[config.mk]
export PLATFORM = sky130hd
export DESIGN_NAME = irq_halt_ctrl
export DESIGN_NICKNAME = d
export VERILOG_FILES = /design/src/rtl/irq_halt_pkg.sv /design/src/rtl/irq_pick.sv /design/src/rtl/irq_dispatch_out.sv /design/src/rtl/irq_halt_ctrl.sv
export SDC_FILE = /design/constraint.sdc
export NUM_CORES = 1
export LEC_CHECK = 0
export CAP_MARGIN = 20
export CORE_ASPECT_RATIO = 1.5
export CORE_MARGIN = 10
export CORE_UTILIZATION = 32
export DETAILED_ROUTE_END_ITERATION = 16
export PLACE_DENSITY = 0.77
export SETUP_SLACK_MARGIN = 0.15
export SLEW_MARGIN = 20
export SYNTH_ARGS = -nofsm -noshare
export SYNTH_HDL_FRONTEND = slang
export SYNTH_SLANG_ARGS = --single-unit
[constraint.sdc]
create_clock -name clk -period 1.75 [get_ports clk]
set_clock_uncertainty 0.2 [all_clocks]
set_input_delay 0.35 -clock clk [delete_from_list [all_inputs] [get_ports clk]]
set_output_delay 0.35 -clock clk [all_outputs]
set_load 0.005 [all_outputs]
[src/rtl/irq_halt_pkg.sv]
package irq_halt_pkg;

    typedef enum logic [1:0] {
        ST_RUN     = 2'd0,
        ST_ARMED   = 2'd1,
        ST_SLEEP   = 2'd2,
        ST_REFETCH = 2'd3
    } ctl_state_t;

endpackage

[src/rtl/irq_pick.sv]
module irq_pick #(
    parameter int N          = 5,
    parameter int VEC_W      = 16,
    parameter int VEC_BASE   = 64,
    parameter int VEC_STRIDE = 8
) (
    input  logic [N-1:0]     en_i,
    input  logic [N-1:0]     flag_i,
    output logic             any_o,
    output logic [N-1:0]     sel_o,
    output logic [VEC_W-1:0] vec_o
);
    localparam int IDX_W = (N > 1) ? $clog2(N) : 1;

    logic [N-1:0]     req;
    logic [IDX_W-1:0] idx;

    assign req   = en_i & flag_i;
    assign any_o = |req;

    // one-hot of the lowest pending source
    genvar g;
    generate
        for (g = 0; g < N; g++) begin : g_sel
            if (g == 0) begin : g_first
                assign sel_o[g] = req[g];
            end else begin : g_rest
                assign sel_o[g] = req[g] & ~(|req[g-1:0]);
            end
        end
    endgenerate

    always_comb begin
        idx = '0;
        for (int i = N - 1; i >= 0; i--) begin
            if (req[i]) idx = IDX_W'(i);
        end
    end

    assign vec_o = VEC_W'(VEC_BASE) + VEC_W'(VEC_STRIDE) * VEC_W'(idx);

endmodule

[src/rtl/irq_dispatch_out.sv]
module irq_dispatch_out #(
    parameter int N     = 5,
    parameter int VEC_W = 16
) (
    input  logic             clk,
    input  logic             rst_n,
    input  logic             fire_i,
    input  logic [N-1:0]     sel_i,
    input  logic [VEC_W-1:0] vec_i,
    output logic             req_o,
    output logic [VEC_W-1:0] vec_o,
    output logic [N-1:0]     ack_o
);
    always_ff @(posedge clk or negedge rst_n) begin
        if (!rst_n) begin
            req_o <= 1'b0;
            vec_o <= '0;
            ack_o <= '0;
        end else begin
            req_o <= fire_i;
            ack_o <= fire_i ? sel_i : '0;
            if (fire_i) vec_o <= vec_i;
        end
    end
endmodule

[src/rtl/irq_halt_ctrl.sv]
module irq_halt_ctrl #(
    parameter int N_SRC      = 5,
    parameter int VEC_W      = 16,
    parameter int VEC_BASE   = 64,
    parameter int VEC_STRIDE = 8
) (
    input  logic             clk,
    input  logic             rst_n,
    input  logic             insn_done,
    input  logic             op_di,
    input  logic             op_ei,
    input  logic             op_reti,
    input  logic             op_halt,
    input  logic             fetch_strb,
    input  logic [N_SRC-1:0] irq_en,
    input  logic [N_SRC-1:0] irq_flag,
    output logic             ime_o,
    output logic             halted_o,
    output logic             pc_hold_o,
    output logic             dispatch_req_o,
    output logic [VEC_W-1:0] dispatch_vec_o,
    output logic [N_SRC-1:0] irq_ack_o
);
    import irq_halt_pkg::*;

    ctl_state_t       st_q, st_n;
    logic             ime_q, ime_n;
    logic             take;
    logic             pend;
    logic [N_SRC-1:0] pick_sel;
    logic [VEC_W-1:0] pick_vec;

    irq_pick #(
        .N(N_SRC), .VEC_W(VEC_W), .VEC_BASE(VEC_BASE), .VEC_STRIDE(VEC_STRIDE)
    ) u_pick (
        .en_i(irq_en), .flag_i(irq_flag),
        .any_o(pend), .sel_o(pick_sel), .vec_o(pick_vec)
    );

    irq_dispatch_out #(.N(N_SRC), .VEC_W(VEC_W)) u_out (
        .clk(clk), .rst_n(rst_n), .fire_i(take),
        .sel_i(pick_sel), .vec_i(pick_vec),
        .req_o(dispatch_req_o), .vec_o(dispatch_vec_o), .ack_o(irq_ack_o)
    );

    // state register
    always_ff @(posedge clk or negedge rst_n) begin
        if (!rst_n) begin
            st_q  <= ST_RUN;
            ime_q <= 1'b0;
        end else begin
            st_q  <= st_n;
            ime_q <= ime_n;
        end
    end

    // next state
    always_comb begin
        logic armed;
        armed = (st_q == ST_ARMED);
        st_n  = st_q;
        ime_n = ime_q;
        take  = 1'b0;
        unique case (st_q)
            ST_RUN, ST_ARMED: begin
                if (insn_done) begin
                    if (op_di) begin            // cancel
                        ime_n = 1'b0;
                        st_n  = ST_RUN;
                    end else if (op_reti) begin
                        ime_n = 1'b1;
                        st_n  = ST_RUN;
                    end else if (op_ei) begin   // arm
                        ime_n = ime_q | armed;
                        st_n  = ST_ARMED;
                    end else if (op_halt) begin // doze or glitch
                        ime_n = ime_q | armed;
                        st_n  = (ime_n || !pend) ? ST_SLEEP : ST_REFETCH;
                    end else begin              // settle
                        ime_n = ime_q | armed;
                        st_n  = ST_RUN;
                    end
                    if (!op_halt && ime_n && pend) begin // take
                        take  = 1'b1;
                        ime_n = 1'b0;
                        st_n  = ST_RUN;
                    end
                end
            end
            ST_SLEEP: begin
                if (pend) begin                 // wake
                    st_n = ST_RUN;
                    if (ime_q) begin
                        take  = 1'b1;
                        ime_n = 1'b0;
                    end
                end
            end
            ST_REFETCH: begin
                if (fetch_strb) st_n = ST_RUN;  // release
            end
        endcase
    end

    // outputs
    always_comb begin
        ime_o     = ime_q;
        halted_o  = (st_q == ST_SLEEP);
        pc_hold_o = (st_q == ST_REFETCH);
    end

endmodule

== After elaboration in Yosys (flattened, before gate mapping) ==
Cells that the tools add are included.

* Input bits: 18
* Bits in registers: 25

* Reductions and logical operators: 14
* Bitwise logic cells: 10
* Muxes and demuxes: 29
* Eq/ne operators: 6
* Add/subtract/negate cells: 1

{| class="wikitable"
|+ Operator list
! operator !! count
|-
| 2-bit two-way mux || 8
|-
| 3-bit two-way mux || 5
|-
| 1-bit two-way mux || 12
|-
| 7-bit by 6-bit adder with 8-bit output, first input constant || 1
|-
| 2-bit case mux with 3 select lines || 1
|-
| 3-bit AND reduction || 2
|-
| 5-bit AND || 1
|-
| 5-bit two-way mux || 1
|-
| 5-bit OR reduction || 1
|-
| 1-bit AND || 4
|-
| 2-bit == test, second input constant || 2
|-
| 2-bit != test, second input constant || 2
|-
| 1-bit NOT || 4
|-
| 1-bit case mux with 2 select lines || 2
|-
| 2-bit OR reduction || 2
|-
| 4-bit OR reduction || 1
|-
| 3-bit OR reduction || 1
|-
| 2-bit by 1-bit == test with 1-bit output, second input constant || 1
|-
| 1-bit logical AND || 2
|-
| 1-bit zero test || 2
|-
| 2-bit zero test || 1
|-
| 2-bit by 1-bit != test with 1-bit output, second input constant || 1
|-
| 2-bit nonzero test || 1
|-
| 1-bit logical OR || 1
|-
| 1-bit OR || 1
|}

== Depth between registers and ports, before layout ==
* Depth in word-level cells: 12
* Depth in mapped cells: 4
* Mapped depth without buffers: 4

== Cells and area by module ==
From an unflattened synthesis, not the netlist that was laid out.

* Cells, all modules: 106
* Area, all modules: 1288.7 um2

{| class="wikitable"
|+ Modules (own cells, without submodules)
! module !! area an instance (um2) !! sequential area each (um2) !! times used !! cells an instance
|-
| irq_dispatch_out || 840.8 || 550.5 || 1 || 45
|-
| irq_halt_ctrl || 240.2 || 75.1 || 1 || 29
|-
| irq_pick || 207.7 || 0.0 || 1 || 32
|}

== Worst setup path before layout ==
OpenSTA, ideal clock, no wires.

* Kind: input to register
* Start point: input port irq_en[2]
* End point: register u_out.vec_o[3]
* Required time: 1.425 ns
* Cell stages on the path: 4
* Path slack: 0.007 ns
* Arrival: 1.418 ns
* Buffers on the path: 0
* Setup time: 0.125 ns
* Cell sequence: a222oi_1 > nand3_2 > nand2_2 > mux2_2

* Word-level cells in the longest chain between the ends: 6

{| class="wikitable"
|+ Ends and longest elaborated chain
! item !! RTL line !! source
|-
| from (decl) || irq_halt_ctrl.sv:15 || <nowiki>input logic [N_SRC-1:0] irq_en,</nowiki>
|-
| 5-bit AND * || irq_pick.sv:18 || <nowiki>assign req = en_i & flag_i;</nowiki>
|-
| branches (longest 5 deep; another with 7-bit by 6-bit adder with 8-bit output) || - ||
|-
| to (signal assigned) || irq_dispatch_out.sv:22 || <nowiki>if (fire_i) vec_o <= vec_i;</nowiki>
|-
| to (decl) || irq_dispatch_out.sv:11 || <nowiki>output logic [VEC_W-1:0] vec_o,</nowiki>
|}

Every way passes the cells marked *.
A chain may end at the register's enable or synchronous reset.

== Worst setup path in the final report ==
* Start point: register st_q[1]
* End point: register u_out.vec_o[3]

* Word-level cells in the longest chain between the ends: 11

{| class="wikitable"
|+ Ends and longest elaborated chain
! item !! RTL line !! source
|-
| from (decl) || irq_halt_ctrl.sv:26 || <nowiki>ctl_state_t st_q, st_n;</nowiki>
|-
| from (signal assigned) || irq_halt_ctrl.sv:52 || <nowiki>st_q <= st_n;</nowiki>
|-
| 2-bit by 1-bit == test with 1-bit output || irq_halt_ctrl.sv:60, irq_halt_ctrl.sv:64 ||
|-
| 1-bit OR || irq_halt_ctrl.sv:74, irq_halt_ctrl.sv:77, irq_halt_ctrl.sv:80 ||
|-
| 1-bit two-way mux || irq_halt_ctrl.sv:70 || <nowiki>end else if (op_reti) begin</nowiki>
|-
| 1-bit two-way mux || irq_halt_ctrl.sv:67 || <nowiki>if (op_di) begin</nowiki>
|-
| 1-bit two-way mux || irq_halt_ctrl.sv:66 || <nowiki>if (insn_done) begin</nowiki>
|-
| 1-bit two-way mux || irq_halt_ctrl.sv:64 || <nowiki>unique case (st_q)</nowiki>
|-
| 1-bit logical AND (2 in series) || irq_halt_ctrl.sv:83 || <nowiki>if (!op_halt && ime_n && pend) begin</nowiki>
|-
| 1-bit two-way mux || irq_halt_ctrl.sv:83 ||
|-
| 1-bit two-way mux || irq_halt_ctrl.sv:66 ||
|-
| 1-bit case mux with 2 select lines * || irq_halt_ctrl.sv:64 ||
|}

Every way passes the cells marked *; elsewhere a longest branch is shown, timed or not. The select of a mux whose other input is x is not followed.

==> run metrics <==
WL final 2310 microns; final instance area 1250 sq um; Detailed Place HPWL 1767 microns; clk buf depth 2; Antenna Nets Post-Route 0; Nets 147; Num CTS Buffers 3; biggest area consumer among synthesized cells dfrtp_1; min Tclk post-route 1.681 ns; GRT overflow 0; area of the core 2077 sq um; Wirelength per Cell 15.40 microns; cell area after synthesis 710.7 sq um; crit path launch type flop; # setup viols final 0; Initial Util 34.22%; DRT Pass-1 Iters 4; max-cap check violation count 0; hold crit path type input pin to flop; area grow syn2layout 75.88%; port bufs 30; Pwr Density 629.4 nW/um^2; FF+latch count, synth 13; R2R depth 5; Pleak 0.6459 nW; Internal 0.5632 mW; Avg Inst Size Synth 9.476 sq um; Root Buffer Master clkbuf_4; vias in the first global route 791; largest net degree at the start of global routing 14; sequential share of the synthesized area 45.77%; synth warn 0; Final Max Tran Viols 0; RSZ-0062 raised after global routing true; GP Congestion 0.8149; share of post-route cells with drive strength above 1 32.03%; Rows 20; top achievable clock speed 0.5948 GHz; peak supply drop 0.5104 mV; Worst EP arrival 1.64 ns; combinational share of power 32.1%; Vias 716; Data required, critical path 1.71 ns; initial antenna violation count 0; Pwr Total 0.7867 mW; post-synth top area share 45.77%; Top Ports 43; hold depth 3; Die ar. 4545 sq um; first-pass GRT wire length 3622 microns; die height 77.72 microns; Via density 4.773; Post-Synthesis Cells 75; Finished Core Util 60.18%; Sw Share 28.41%; Worst Setup End Kind flop; clock latency on the worst-skew pair 0.27 ns; die width 58.48 microns; worst hold slack 0.1680 ns; Worst-path clk slew 0.08 ns; DRC violations left 0; Tot GR Track Use 9.817%; Clk pwr share 23.5%; ANT cells 0; Synth cell types 25; sw power 0.2235 mW; status complete, no violations; Sink Count 13; TritonCTS clock tree done; Reg2Reg Setup Slack 0.07 ns; Setup CP Type flop to flop; TNS Setup 0 ns; final hold violation count 0; H-tree depth 1; part of the power in registers 44.3%; ranking of synthesized cells by area dfrtp_1 46%, buf_4 13%, nand2_1 4.2%, mux2_2 3.2%, nor2_1 3.2%; Period Utilization, post-route 96.06%; initial DRC count 16; area of placed instances 1107 sq um; Crit Path Max Fanout 4
## Yosys cell counts
master and instances:
dfrtp_1 13, buf_4 12, nand2_1 8, nor2_1 6
inv_1 5, nand2b_1 3, nand3_1 3, nor3_1 3
o21ai_0 3, a21boi_0 2, a21oi_1 2, mux2_2 2
a222oi_1 1, a32o_1 1, a41o_1 1, conb_1 1
nand2_2 1, nand3_2 1, nand3b_1 1, nor3b_1 1
o221ai_1 1, o2bb2ai_1 1, o32ai_2 1, or2_2 1
or2b_1 1
## power by group through the flow
stage | logic (mW) | registers [mW] | clock network (mW)
after detailed placement | 0.235 | 0.355 | 0
after floorplan | 0.103 | 0.356 | 0
after global placement | 0.232 | 0.355 | 0
after CTS | 0.238 | 0.348 | 0.190
final | 0.253 | 0.349 | 0.185
after global routing | 0.277 | 0.353 | 0.206
## metal layers
layer / wire length (microns) / track usage [%] / part of all wire, %
met5: 0 / 0 / 0
met3: 259 / 4.886 / 11
met4: 39 / 4.245 / 1.7
met2: 1240 / 17.48 / 54
met1: 772 / 8.893 / 33
## through the flow
step,std cells,setup slack [ns]
2_1_floorplan,86,0.02256
3_3_place_gp,140,-0.4116
3_5_place_dp,140,-0.4930
4_1_cts,148,0.03326
5_1_grt,150,0.01348
6_report,150,0.06887
## placed cells by master, fill, tap and decap left out, types with 3 or more instances in the layout
cell type	netlist	routed
inv_1	5	5
dfrtp_1	13	13
dlygate4sd2_1	0	17
nor2_1	6	4
clkdlybuf4s50_1	0	7
clkbuf_4	0	3
nand2_1	8	8
conb_1	1	12
clkdlybuf4s15_1	0	4
o21ai_0	3	3
buf_4	12	17
buf_6	0	3
## worst max-delay path: stages (launching register included)
cell,delay (ns)
dfrtp_1,0.39
buf_6,0.13
nand2b_4,0.15
o32ai_4,0.28
nand2_4,0.12
mux2_4,0.30
## what timing repair did
action,CTS,global route
setup buffers,4,2
hold buffers,0,0
gates resized for setup,39,12
hold endpoints to repair,0,0
setup endpoints to repair,26,13
pin swaps,7,6
## cell type report
class | count | area [sq um]
clock buffer | 4 | 26.28
fill | 197 | 827.0
inverter | 5 | 18.77
multi-input combinational | 56 | 421.7
sequential | 13 | 325.3
tap | 22 | 27.53
timing repair buffer | 50 | 430.4
## cells by family after synthesis
kind of cell,Yosys count,synth area share [%]
AOI/OAI and AO/OA,13,14.61
buffers and inverters,17,15.32
DFF,13,45.77
muxes,2,3.169
other,1,0.5277
and+or+nand+nor,29,20.60
## final timing paths
| kind | start | end |
|---|---|---|
| min in group asynchronous | rst_n | ime_o |
| hold reg to reg | u_out.vec_o[6] | u_out.vec_o[6] |
| hold / removal | irq_flag[2] | u_out.ack_o[2] |
| max in group asynchronous | rst_n | u_out.ack_o[4] |
| setup reg to reg | st_q[1] | u_out.vec_o[3] |
| setup / recovery | st_q[1] | u_out.vec_o[3] |
## registers in the layout, indices dropped and copies added, names as in the netlist
signal       cells
ime_o            1
st_q             2
u_out.ack_o      5
u_out.req_o      1
u_out.vec_o      4
(Power assumes the default switching activity.)
